[src/rtl/mrng_pkg.sv]
package mrng_pkg;

    localparam int unsigned LANE_W   = 32;
    localparam int unsigned MAX_LANE = 8;

    typedef logic [LANE_W-1:0] lane_word_t;

    localparam lane_word_t SALT_STEP = 32'h9E3779B9;

    // Per-lane salt mixed into the seed on load.
    function automatic lane_word_t lane_salt(input int unsigned idx);
        lane_word_t mult;
        mult = lane_word_t'(idx + 1);
        return lane_word_t'(SALT_STEP * mult);
    endfunction

    // Tap masks: bit k-1 set for term x^k of a maximal-length polynomial.
    function automatic lane_word_t lane_taps(input int unsigned idx);
        case (idx % MAX_LANE)
            0:       return 32'h80200003;
            1:       return 32'hC0000005;
            2:       return 32'h80002021;
            3:       return 32'hE0000200;
            4:       return 32'hD0000001;
            5:       return 32'hC2020000;
            6:       return 32'hA3000000;
            default: return 32'h80000062;
        endcase
    endfunction

    // Seed image for one lane, steering clear of the all-zero state.
    function automatic lane_word_t lane_seeded(input lane_word_t seed, input int unsigned idx);
        lane_word_t mixed;
        mixed = seed ^ lane_salt(idx);
        return (mixed == '0) ? lane_word_t'(1) : mixed;
    endfunction

endpackage

[src/rtl/mrng_lane.sv]
module mrng_lane
    import mrng_pkg::*;
#(
    parameter int unsigned LANE_IDX = 0
) (
    input  logic       clk,
    input  logic       rst,
    input  logic       load,
    input  lane_word_t seed,
    output lane_word_t state
);

    localparam lane_word_t TAPS     = lane_taps(LANE_IDX);
    localparam lane_word_t RST_WORD = lane_seeded(lane_word_t'(0), LANE_IDX);

    typedef struct packed {
        lane_word_t sr;
    } lane_regs_t;

    lane_regs_t lane_d, lane_q;

    always_comb begin
        lane_d = lane_q;
        if (load) begin
            lane_d.sr = lane_seeded(seed, LANE_IDX);
        end else begin
            lane_d.sr = {lane_q.sr[LANE_W-2:0], ^(lane_q.sr & TAPS)};
        end
    end

    always_ff @(posedge clk) begin
        if (rst) begin
            lane_q.sr <= RST_WORD;
        end else begin
            lane_q <= lane_d;
        end
    end

    assign state = lane_q.sr;

endmodule

[src/rtl/mrng_mix.sv]
module mrng_mix
    import mrng_pkg::*;
#(
    parameter int unsigned NUM_LANES = 8
) (
    input  logic       clk,
    input  logic       rst,
    input  logic       req,
    input  lane_word_t lane_vec [NUM_LANES],
    output lane_word_t value,
    output logic       valid
);

    typedef struct packed {
        lane_word_t value;
        logic       valid;
    } mix_regs_t;

    mix_regs_t  mix_d, mix_q;
    lane_word_t folded;
    logic       accept;

    always_comb begin
        folded = '0;
        for (int i = 0; i < NUM_LANES; i++) begin
            folded = folded ^ lane_vec[i];
        end
    end

    always_comb begin
        mix_d       = mix_q;
        accept      = req && !mix_q.valid;
        mix_d.valid = accept;
        if (accept) begin
            mix_d.value = folded;
        end
    end

    always_ff @(posedge clk) begin
        if (rst) begin
            mix_q <= '0;
        end else begin
            mix_q <= mix_d;
        end
    end

    assign value = mix_q.value;
    assign valid = mix_q.valid;

endmodule

[src/rtl/mrng_bank.sv]
module mrng_bank
    import mrng_pkg::*;
#(
    parameter int unsigned NUM_LANES = MAX_LANE
) (
    input  logic        clk,
    input  logic        rst,
    input  logic        seed_load,
    input  logic [31:0] seed_value,
    input  logic        gen_req,
    output logic [31:0] rnd_value,
    output logic        rnd_valid
);

    lane_word_t lane_state [NUM_LANES];

    for (genvar g = 0; g < NUM_LANES; g++) begin : g_lane
        mrng_lane #(
            .LANE_IDX(g)
        ) u_lane (
            .clk  (clk),
            .rst  (rst),
            .load (seed_load),
            .seed (seed_value),
            .state(lane_state[g])
        );
    end

    mrng_mix #(
        .NUM_LANES(NUM_LANES)
    ) u_mix (
        .clk     (clk),
        .rst     (rst),
        .req     (gen_req),
        .lane_vec(lane_state),
        .value   (rnd_value),
        .valid   (rnd_valid)
    );

endmodule

[config.mk]
export PLATFORM = sky130hd
export DESIGN_NAME = mrng_bank
export DESIGN_NICKNAME = d
export VERILOG_FILES = /design/src/rtl/mrng_pkg.sv /design/src/rtl/mrng_lane.sv /design/src/rtl/mrng_mix.sv /design/src/rtl/mrng_bank.sv
export SDC_FILE = /design/constraint.sdc
export NUM_CORES = 1
export LEC_CHECK = 0
export ABC_CLOCK_PERIOD_IN_PS = 4550
export BUFFER_PORTS_ARGS = -buffer_cell sky130_fd_sc_hd__buf_2
export CAP_MARGIN = 40
export CORE_UTILIZATION = 50
export CTS_CLUSTER_SIZE = 16
export DETAILED_ROUTE_END_ITERATION = 8
export PLACE_DENSITY = 0.75
export SETUP_SLACK_MARGIN = 0.05
export SLEW_MARGIN = 20
export SYNTH_ARGS = -nofsm -noshare
export SYNTH_HDL_FRONTEND = slang
export SYNTH_SLANG_ARGS = --single-unit
[constraint.sdc]
create_clock -name clk -period 4.55 [get_ports clk]
set_input_delay 0.2275 -clock clk [delete_from_list [all_inputs] [get_ports clk]]
set_output_delay 0.2275 -clock clk [all_outputs]
set_load 0.005 [all_outputs]
==> flow_summary.html, run 1 <==
<table>
<tr><th>Metric</th><th>Value</th></tr>
<tr><th colspan="2">Synth</th></tr>
<tr><td>Post-synthesis register bit count</td><td>between 200 and 300</td></tr>
<tr><td>Share of synthesized area occupied by flip-flops and latches</td><td>roughly half</td></tr>
<tr><td>Number of standard cells after synthesis</td><td>roughly 1300</td></tr>
<tr><td>Xor and xnor fraction of the mapped netlist area</td><td>18.3%</td></tr>
<tr><td>Most repeated cell in the gate-level netlist after synthesis</td><td>sky130_fd_sc_hd__dfxtp_1</td></tr>
<tr><td>Synthesized area per cell</td><td>between 8 and 9 um^2</td></tr>
<tr><td>Largest cells by area after synthesis</td><td>sky130_fd_sc_hd__dfxtp_1 (49%), sky130_fd_sc_hd__xnor2_1 (18%), sky130_fd_sc_hd__a21oi_1 (6.0%), sky130_fd_sc_hd__nand2b_1 (6.0%), sky130_fd_sc_hd__o21ai_0 (5.8%)</td></tr>
<tr><td>Cell types with the highest counts after synthesis</td><td>sky130_fd_sc_hd__dfxtp_1 (289), sky130_fd_sc_hd__xnor2_1 (244), sky130_fd_sc_hd__inv_1 (166), sky130_fd_sc_hd__a21oi_1 (143), sky130_fd_sc_hd__o21ai_0 (138)</td></tr>
<tr><td>Post-synth top area cell</td><td>sky130_fd_sc_hd__dfxtp_1</td></tr>
<tr><td>Compound-cell area share of the yosys netlist</td><td>14.5%</td></tr>
<tr><td>Primary FF master, synth</td><td>sky130_fd_sc_hd__dfxtp_1</td></tr>
<tr><td>Synthesized netlist net count</td><td>roughly 1400</td></tr>
<tr><td>Synth top area share</td><td>approximately half</td></tr>
<tr><td>Number of distinct library cells after synthesis</td><td>37</td></tr>
<tr><td>Post-Synthesis Cell Area</td><td>about 12000 um^2</td></tr>
<tr><td>Proportion of synthesized area in mux cells</td><td>0.0845%</td></tr>
<tr><td>Simple-gate share of the synthesized area</td><td>between 10% and 20%</td></tr>
<tr><td>Fraction of registers with async set or reset after synthesis</td><td>0%</td></tr>
<tr><td>Largest family of logic cells by synthesized area</td><td>XOR/XNOR gates</td></tr>
<tr><td>Adder-cell area share of the yosys netlist</td><td>0%</td></tr>
<tr><td>Count of synthesis-stage warnings from yosys</td><td>0</td></tr>
<tr><td>Number of flops mapped to enable cells by yosys</td><td>0</td></tr>
<tr><th colspan="2">Die</th></tr>
<tr><td>Width of the die</td><td>between 150 and 200 um</td></tr>
<tr><td>Die extent in y</td><td>156 um</td></tr>
<tr><td>Effective utilization at floorplan</td><td>between 50% and 60%</td></tr>
<tr><td>Row count</td><td>55</td></tr>
<tr><td>I/O Pins</td><td>69</td></tr>
<tr><td>Core region area</td><td>approximately 23000 um^2</td></tr>
<tr><td>Floorplan die area</td><td>~24000 um^2</td></tr>
<tr><th colspan="2">Cells and area</th></tr>
<tr><td>Combined flip-flop and latch cell area</td><td>about 5800 um^2</td></tr>
<tr><td>Post-layout instance area</td><td>roughly 13000 um^2</td></tr>
<tr><td>Layout cells sized above 1</td><td>a little under a tenth</td></tr>
<tr><td>Area of combinational cells with multiple inputs</td><td>around 5200 um^2</td></tr>
<tr><td>Signed area change from the synthesized netlist to the final layout</td><td>13.6%</td></tr>
<tr><td>Final-layout fill cell count</td><td>~2000</td></tr>
<tr><td>Nets@finish</td><td>between 1000 and 1500</td></tr>
<tr><th colspan="2">Pwr</th></tr>
<tr><td>Static leakage</td><td>between 5 and 6 nW</td></tr>
<tr><td>NetSw</td><td>1.58 mW</td></tr>
<tr><td>VDD IR-drop max</td><td>between 0.0002 and 0.0003 V</td></tr>
<tr><td>Fraction of power spent switching nets</td><td>25.3%</td></tr>
<tr><td>Part of the total power dissipated in the clock network</td><td>roughly two fifths</td></tr>
<tr><td>Comb pwr share</td><td>roughly 16%</td></tr>
<tr><td>Part of the power in registers</td><td>46.2%</td></tr>
<tr><td>Cell internal pwr</td><td>roughly 4.7 mW</td></tr>
<tr><td>Power density over the cells</td><td>around 460 nW/um^2</td></tr>
<tr><th colspan="2">Setup path</th></tr>
<tr><td>Worst setup slack for register-to-register paths</td><td>3160 ps</td></tr>
<tr><td>CP max FO</td><td>5</td></tr>
<tr><td>Arrival @ worst endpoint</td><td>between 1500 and 2000 ps</td></tr>
<tr><td>Startpoint of the most critical register-to-register path</td><td>u_mix.valid$_SDFF_PP0_</td></tr>
<tr><td>Endpoint of the most critical setup path</td><td>g_lane[1].u_lane.state[0]$_SDFF_PP0_</td></tr>
<tr><td>Required time of the critical path</td><td>around 5000 ps</td></tr>
<tr><td>Number of cell instances on the worst register-to-register path</td><td>4</td></tr>
<tr><td>Type of element launching the critical path</td><td>input port</td></tr>
<tr><td>Crit path launch</td><td>seed_value[23]</td></tr>
<tr><td>Capture instance of the worst register-to-register path</td><td>u_mix.value[2]$_SDFFE_PP0P_</td></tr>
<tr><td>Kind of critical path</td><td>in2reg</td></tr>
<tr><td>CP endpoint kind</td><td>flip-flop</td></tr>
<tr><th colspan="2">STA</th></tr>
<tr><td>Timing-limited maximum frequency</td><td>0.699 GHz</td></tr>
<tr><td>Total negative slack</td><td>0 ps</td></tr>
<tr><td>Max-slew violation total from the final report</td><td>0</td></tr>
<tr><td>Ratio of final minimum period to clock period</td><td>between 30% and 40%</td></tr>
<tr><td>Slew at the pin closest to its max-slew limit</td><td>between 600 and 700 ps</td></tr>
<tr><td>Final count of hold timing violations</td><td>0</td></tr>
<tr><td>Unrepaired setup endpoints after global routing</td><td>false</td></tr>
<tr><td>Clock Skew</td><td>between 4 and 5 ps</td></tr>
<tr><td>Post-route minimum period</td><td>1430 ps</td></tr>
<tr><td>Max-Slew Margin vs Limit</td><td>56.4%</td></tr>
<tr><td>Final number of setup-violating endpoints</td><td>0</td></tr>
<tr><th colspan="2">Global route</th></tr>
<tr><td>Antenna violations before repair</td><td>1</td></tr>
<tr><td>Overall routing resource usage</td><td>just over 20%</td></tr>
<tr><td>Maximum number of pins on one net before global-route repair</td><td>~120</td></tr>
<tr><td>Remaining global-route overflow</td><td>0</td></tr>
<tr><td>Wire length of the first global-routing pass</td><td>~40 mm</td></tr>
<tr><td>Vias in the first global route</td><td>between 7000 and 8000</td></tr>
<tr><th colspan="2">Placement</th></tr>
<tr><td>Last weighted congestion value of the routability-driven placer</td><td>0.938</td></tr>
<tr><td>Detailed-placement wirelength estimate</td><td>around 17 mm</td></tr>
<tr><td>Area after detailed placement</td><td>approximately 12000 um^2</td></tr>
<tr><td>Number of input and output port buffers inserted</td><td>68</td></tr>
<tr><th colspan="2">Clock network</th></tr>
<tr><td>Clock Root Buffer</td><td>sky130_fd_sc_hd__clkbuf_16</td></tr>
<tr><td>Clock latency on the worst-skew pair</td><td>roughly 530 ps</td></tr>
<tr><td>Post-CTS clock slew at the launch and capture registers of the worst setup and hold paths</td><td>around 60 ps</td></tr>
<tr><td>TritonCTS clock tree</td><td>built</td></tr>
<tr><td>TritonCTS buffer count</td><td>29</td></tr>
<tr><td># H-tree levels</td><td>1</td></tr>
<tr><td>Buffer depth of the longest clock path</td><td>3</td></tr>
<tr><td>Quantity of hold-fixing buffers added after cts</td><td>0</td></tr>
<tr><td>Total number of clock tree sinks</td><td>289</td></tr>
<tr><td>Number of gates resized after cts</td><td>0</td></tr>
<tr><td>Postcts setup bufs</td><td>0</td></tr>
<tr><th colspan="2">Detailed routing</th></tr>
<tr><td>Number of detailed-routing iterations run before antenna repair</td><td>5</td></tr>
<tr><td>WL/cell</td><td>about 14 um</td></tr>
<tr><td>Detailed-route wire length</td><td>between 20 and 25 mm</td></tr>
<tr><td>Via-to-Cell Ratio</td><td>roughly 5</td></tr>
<tr><td>DRC violation count after routing</td><td>0</td></tr>
<tr><td>Via count of the routed design</td><td>between 8000 and 9000</td></tr>
<tr><td>Remaining antenna violation count after routing</td><td>0</td></tr>
<tr><td>Detailed router's first-iteration violation count</td><td>roughly 600</td></tr>
<tr><th colspan="2">Run</th></tr>
<tr><td>Max cap viols</td><td>0</td></tr>
<tr><th colspan="2">Status</th></tr>
<tr><td>Status</td><td>completed</td></tr>
<tr><th colspan="2">Hold path</th></tr>
<tr><td>Class of the most critical hold timing path</td><td>in2reg</td></tr>
</table>
## power by group through the flow
stage                     registers, mW  logic (mW)  clock network (mW)
after floorplan                    2.92       0.742                   0
after global placement             2.94       0.946                   0
after detailed placement           2.94       0.963                   0
after CTS                          2.89       0.973                2.44
after global routing               2.91        1.08                2.54
final                              2.89       0.969                2.40
## kinds of logic (layout without fill, tap and decap cells)
family,after synthesis,after routing
AO/OA/AOI/OAI,322,322
XOR/XNOR,248,248
buffers and inverters,228,294
flip-flops,289,289
multiplexers,1,1
other,0,1
AND/OR/NAND/NOR,229,229
## registers in the layout (all words and copies together), names as in the netlist
name	flops
u_mix.value	32
u_mix.valid	1
g_lane.u_lane.state	256
## worst max-delay path, cell delays in order
cell	delay, ps
sky130_fd_sc_hd__buf_2	160
sky130_fd_sc_hd__or4b_2	680
sky130_fd_sc_hd__nor4_1	410
sky130_fd_sc_hd__a41oi_1	220
sky130_fd_sc_hd__nor3_1	190
## area by class of cell
class	count	area share, %
well taps	313	2.91
repair buffers	76	3.52
multi-input cells	800	38.7
inverters	166	4.63
flip-flops and latches	289	43.0
diodes	1	0.0186
clock inverters	5	0.586
clock buffers	47	6.64
## per-stage QoR
| stage | hold slack, ps | cells | worst slack, ps | power [mW] | utilization, % |
|---|---|---|---|---|---|
| finish | 39.4 | 1697 | 3120 | 6.25 | 58.7 |
| global route | 46.1 | 1696 | 2960 | 6.53 | 58.7 |
| global placement | 451 | 1641 | 2640 | 3.89 | 54.1 |
| floorplan | 375 | 1317 | 2940 | 3.66 | - |
| detailed placement | 454 | 1641 | 2550 | 3.91 | 54.1 |
| CTS | 13.5 | 1693 | 3100 | 6.30 | 58.3 |
## worst min path at each step
stage / cells past startpoint / end / startpoint
after floorplan: 2 / g_lane[7].u_lane.state[18]$_SDFF_PP0_ / seed_value[18]
after global placement: 2 / g_lane[2].u_lane.state[8]$_SDFF_PP1_ / g_lane[2].u_lane.state[7]$_SDFF_PP0_
after detailed placement: 2 / g_lane[7].u_lane.state[11]$_SDFF_PP1_ / g_lane[7].u_lane.state[10]$_SDFF_PP1_
after CTS: 3 / g_lane[7].u_lane.state[18]$_SDFF_PP0_ / seed_value[18]
after global routing: 3 / g_lane[7].u_lane.state[18]$_SDFF_PP0_ / seed_value[18]
final: 3 / g_lane[7].u_lane.state[18]$_SDFF_PP0_ / seed_value[18]
## layer usage
metal,GRT usage [%],part of all wire (%),up-vias
li1,-,-,4299
met3,3.42,6.1,64
met4,6.02,2.7,2
met2,33.7,46,220
met5,0,0.041,-
met1,27.0,46,3836
## cell usage in the layout, fill, tap and decap left out, drive strengths merged, types with 2 or more instances in the layout
cell type	instances
clkinv	2
nor2b	4
a211oi	33
nand2	33
bufinv	2
xor2	4
o21a	2
nand2b	113
or4bb	2
o21ai	139
or4b	4
nor3	5
nand3	2
inv	167
dfxtp	289
clkbuf	47
nand4	4
xnor2	244
nor4	13
nand4b	2
nor2	41
buf	76
a21oi	143
a41oi	2
Power figures use the tool's default switching activity.
==> run 2, diff against run 1 <==
Settings changed: ABC_CLOCK_PERIOD_IN_PS 4550 to 1400.
Clock period 4.55 ns to 1.4 ns, I/O delays scaled along.
==> run 2 against run 1 <==
Hold slack got worse by 26 ps. Design area grew 4.5%. Cell count grew 3.7%. Die area unchanged. Sequential power increased to 3.2 times the previous value. Clock-buffer cell count down 10. First-iteration DRC count decreased by 11%. Critical path type unchanged. Largest cell class unchanged.
==> flow_summary.html, run 2 (synthesized netlist as in run 1, its figures left out) <==
<table>
<tr><th>Metric</th><th>Value</th></tr>
<tr><th colspan="2">Clock network</th></tr>
<tr><td>Buffer depth of the longest clock path</td><td>3 (unchanged)</td></tr>
<tr><td>Total number of clock tree sinks</td><td>289 (unchanged)</td></tr>
<tr><td>Clock Root Buffer</td><td>sky130_fd_sc_hd__clkbuf_16 (unchanged)</td></tr>
<tr><td>Clock latency on the worst-skew pair</td><td>540 ps (was 530 ps)</td></tr>
<tr><td>TritonCTS clock tree</td><td>built (unchanged)</td></tr>
<tr><td>Post-CTS clock slew at the launch and capture registers of the worst setup and hold paths</td><td>60 ps (about the same)</td></tr>
<tr><td>TritonCTS buffer count</td><td>29 (unchanged)</td></tr>
<tr><td># H-tree levels</td><td>1 (unchanged)</td></tr>
<tr><th colspan="2">Detailed routing</th></tr>
<tr><td>Detailed router's first-iteration violation count</td><td>527 (was 594)</td></tr>
<tr><td>Detailed-route wire length</td><td>26.7 mm (was 24.3 mm)</td></tr>
<tr><td>WL/cell</td><td>15.2 um (was 14.3 um)</td></tr>
<tr><td>Number of detailed-routing iterations run before antenna repair</td><td>4 (was 5)</td></tr>
<tr><td>Remaining antenna violation count after routing</td><td>0 (unchanged)</td></tr>
<tr><td>Via count of the routed design</td><td>8753 (was 8421)</td></tr>
<tr><td>Via-to-Cell Ratio</td><td>4.97 (was 4.96)</td></tr>
<tr><td>DRC violation count after routing</td><td>0 (unchanged)</td></tr>
<tr><th colspan="2">STA</th></tr>
<tr><td>Final number of setup-violating endpoints</td><td>0 (unchanged)</td></tr>
<tr><td>Unrepaired setup endpoints after global routing</td><td>true (was false)</td></tr>
<tr><td>Clock Skew</td><td>16.3 ps (was 4.50 ps)</td></tr>
<tr><td>Final WS setup</td><td>73.7 ps (was 3120 ps)</td></tr>
<tr><td>Max-Slew Margin vs Limit</td><td>64.7% (was 56.4%)</td></tr>
<tr><td>Final count of hold timing violations</td><td>0 (unchanged)</td></tr>
<tr><td>Slew at the pin closest to its max-slew limit</td><td>529 ps (was 654 ps)</td></tr>
<tr><td>Timing-limited maximum frequency</td><td>between 0.7 and 0.8 GHz</td></tr>
<tr><td>Post-route minimum period</td><td>between 1000 and 1500 ps</td></tr>
<tr><td>Ratio of final minimum period to clock period</td><td>between 90% and 100%</td></tr>
<tr><td>Max-slew violation total from the final report</td><td>0 (unchanged)</td></tr>
<tr><th colspan="2">Pwr</th></tr>
<tr><td>Final Total Pwr</td><td>20.5 mW (was 6.25 mW)</td></tr>
<tr><td>Static leakage</td><td>5.83 nW (was 5.50 nW)</td></tr>
<tr><td>Power density over the cells</td><td>1460 nW/um^2 (was 465 nW/um^2)</td></tr>
<tr><td>VDD IR-drop max</td><td>0.00109 V (was 0.000282 V)</td></tr>
<tr><th colspan="2">Cells and area</th></tr>
<tr><td>Signed area change from the synthesized netlist to the final layout</td><td>18.7% (was 13.6%)</td></tr>
<tr><td>Leading cell type in the layout, fill and taps excluded</td><td>sky130_fd_sc_hd__dfxtp_1 (unchanged)</td></tr>
<tr><td>Leading cell types in the layout, fill and taps excluded</td><td>sky130_fd_sc_hd__dfxtp_1 (288), sky130_fd_sc_hd__xnor2_1 (243), sky130_fd_sc_hd__inv_1 (166), sky130_fd_sc_hd__a21oi_1 (143), sky130_fd_sc_hd__o21ai_0 (138) (was sky130_fd_sc_hd__dfxtp_1 (289), sky130_fd_sc_hd__xnor2_1 (244), sky130_fd_sc_hd__inv_1 (166), sky130_fd_sc_hd__a21oi_1 (143), sky130_fd_sc_hd__o21ai_0 (138))</td></tr>
<tr><td>Antenna cells</td><td>0 (was 1)</td></tr>
<tr><td>Layout cells sized above 1</td><td>13.1% (was 9.18%)</td></tr>
<tr><td>Max FFs per register</td><td>256 (unchanged)</td></tr>
<tr><td>Final-layout fill cell count</td><td>1941 (was 1966)</td></tr>
<tr><td>Nets@finish</td><td>1462 (was 1398)</td></tr>
<tr><th colspan="2">Global route</th></tr>
<tr><td>Antenna violations before repair</td><td>1 (unchanged)</td></tr>
<tr><td>Maximum number of pins on one net before global-route repair</td><td>79 (was 124)</td></tr>
<tr><td>Vias in the first global route</td><td>8558 (was 7994)</td></tr>
<tr><td>Remaining global-route overflow</td><td>0 (unchanged)</td></tr>
<tr><td>Overall routing resource usage</td><td>22.4% (was 20.3%)</td></tr>
<tr><td>Wire length of the first global-routing pass</td><td>43.1 mm (was 39.6 mm)</td></tr>
<tr><th colspan="2">Setup path</th></tr>
<tr><td>Required time of the critical path</td><td>1860 ps (was 5010 ps)</td></tr>
<tr><td>Startpoint of the most critical register-to-register path</td><td>g_lane[2].u_lane.state[13]$_SDFF_PP1_ (was u_mix.valid$_SDFF_PP0_)</td></tr>
<tr><td>Arrival @ worst endpoint</td><td>1780 ps (was 1890 ps)</td></tr>
<tr><td>Count of buffering cells on the critical path with inverters included</td><td>2 (was 1)</td></tr>
<tr><td>Type of element launching the critical path</td><td>input port (unchanged)</td></tr>
<tr><td>Critical path's top delay family</td><td>simple AND/OR/NAND/NOR gates (unchanged)</td></tr>
<tr><td>Delay of the slowest cell on the worst path</td><td>530 ps (was 680 ps)</td></tr>
<tr><td>Library cell contributing the largest single delay on the critical path</td><td>sky130_fd_sc_hd__dlygate4sd3_1 (was sky130_fd_sc_hd__or4b_2)</td></tr>
<tr><td>Crit path launch</td><td>seed_value[12] (was seed_value[23])</td></tr>
<tr><td>List of cells traversed by the critical path</td><td>dlygate4sd3_1 -&gt; buf_2 -&gt; or3_1 -&gt; nor4_1 -&gt; a41oi_1 -&gt; nor3_1 (was buf_2 -&gt; or4b_2 -&gt; nor4_1 -&gt; a41oi_1 -&gt; nor3_1)</td></tr>
<tr><td>CP endpoint kind</td><td>flip-flop (unchanged)</td></tr>
<tr><td>Kind of critical path</td><td>in2reg (unchanged)</td></tr>
<tr><td>CP max FO</td><td>4 (was 5)</td></tr>
<tr><th colspan="2">Die</th></tr>
<tr><td>Width of the die</td><td>156 um (unchanged)</td></tr>
<tr><td>Die extent in y</td><td>156 um (unchanged)</td></tr>
<tr><td>Effective utilization at floorplan</td><td>51.7% (unchanged)</td></tr>
<tr><td>Row count</td><td>55 (unchanged)</td></tr>
<tr><td>I/O Pins</td><td>69 (unchanged)</td></tr>
<tr><td>Core region area</td><td>22900 um^2 (unchanged)</td></tr>
<tr><td>Floorplan die area</td><td>24300 um^2 (unchanged)</td></tr>
<tr><th colspan="2">Hold path</th></tr>
<tr><td>Class of the most critical hold timing path</td><td>in2reg (unchanged)</td></tr>
<tr><td>Hold wc startpoint</td><td>seed_value[26] (was seed_value[18])</td></tr>
<tr><th colspan="2">Placement</th></tr>
<tr><td>Detailed-placement wirelength estimate</td><td>18.9 mm (was 16.7 mm)</td></tr>
<tr><td>Pre-CTS setup slack</td><td>-311 ps (was 2550 ps)</td></tr>
<tr><td>Number of input and output port buffers inserted</td><td>68 (unchanged)</td></tr>
<tr><td>Last weighted congestion value of the routability-driven placer</td><td>0.929 (was 0.938)</td></tr>
<tr><th colspan="2">Run</th></tr>
<tr><td>Max cap viols</td><td>0 (unchanged)</td></tr>
<tr><th colspan="2">Status</th></tr>
<tr><td>Status</td><td>completed (unchanged)</td></tr>
</table>
run 2: cell count changes in the layout (fill, tap and decap cells not counted), sizes merged:
| cell | previous run | this run |
|---|---|---|
| buf | 76 | 125 |
| clkbuf | 47 | 37 |
| clkinv | 2 | 8 |
| clkinvlp | 0 | 5 |
| diode | 1 | 0 |
| dlygate4sd3 | 0 | 13 |
| dlymetal6s4s | 0 | 2 |
| inv | 167 | 166 |
run 2: path summary, 6_finish.rpt:
check / endpoint / slack, ps / depth (start not counted)
max: g_lane[7].u_lane.state[0]$_SDFF_PP0_ / 70 / 6
min: g_lane[6].u_lane.state[26]$_SDFF_PP0_ / 10 / 4
max reg2reg: g_lane[2].u_lane.state[0]$_SDFF_PP1_ / 150 / 4
min reg2reg: g_lane[3].u_lane.state[13]$_SDFF_PP1_ / 460 / 2
run 2: what timing repair did:
item / in CTS / in global routing
endpoints found under the setup margin: 0 / 7
hold buffers: 15 / 0
setup buffers: 0 / 1
hold endpoints to repair: 88 / 0
gates resized for setup: 0 / 15
run 2: worst min-delay path, stage by stage:
cell	delay [ps]
sky130_fd_sc_hd__buf_2	90
sky130_fd_sc_hd__buf_4	130
sky130_fd_sc_hd__nand2_1	100
sky130_fd_sc_hd__a21oi_1	130
run 2: area by class of cell:
type                    instances  area, um^2  share of cell area (%)
inverters                     166         623                    4.43
flip-flops and latches        289        5790                    41.2
repair buffers                140        1040                    7.37
clock inverters                15         141                    1.01
well taps                     313         392                    2.79
multi-input cells             800        5250                    37.3
clock buffers                  37         826                    5.88
run 2: metal layers:
layer  global-route usage [%]  routed length [um]  vias up
li1                         -                   -     4426
met1                     30.2               12700     4110
met2                     37.4               12400      169
met3                     3.11                1120       46
met4                     5.93                 573        2
met5                        0                  12        -
run 2: where the power goes:
| part | internal [mW] | switching (mW) |
|---|---|---|
| Clock | 4.52 | 3.22 |
| Sequential | 8.91 | 0.478 |
| Combinational | 1.71 | 1.64 |
run 2: metrics by stage:
| stage | area (um^2) | instances | utilization, % | setup TNS [ps] | hold slack, ps |
|---|---|---|---|---|---|
| after floorplan | 11800 | 1317 | - | -50.5 | 217 |
| after global placement | 12900 | 1692 | 56.2 | -752 | 411 |
| after detailed placement | 12900 | 1692 | 56.2 | -898 | 421 |
| after CTS | 14000 | 1759 | 61.0 | 0 | -60.6 |
| after global routing | 14100 | 1760 | 61.3 | -1.91 | 14.1 |
| final | 14100 | 1760 | 61.3 | 0 | 13.6 |
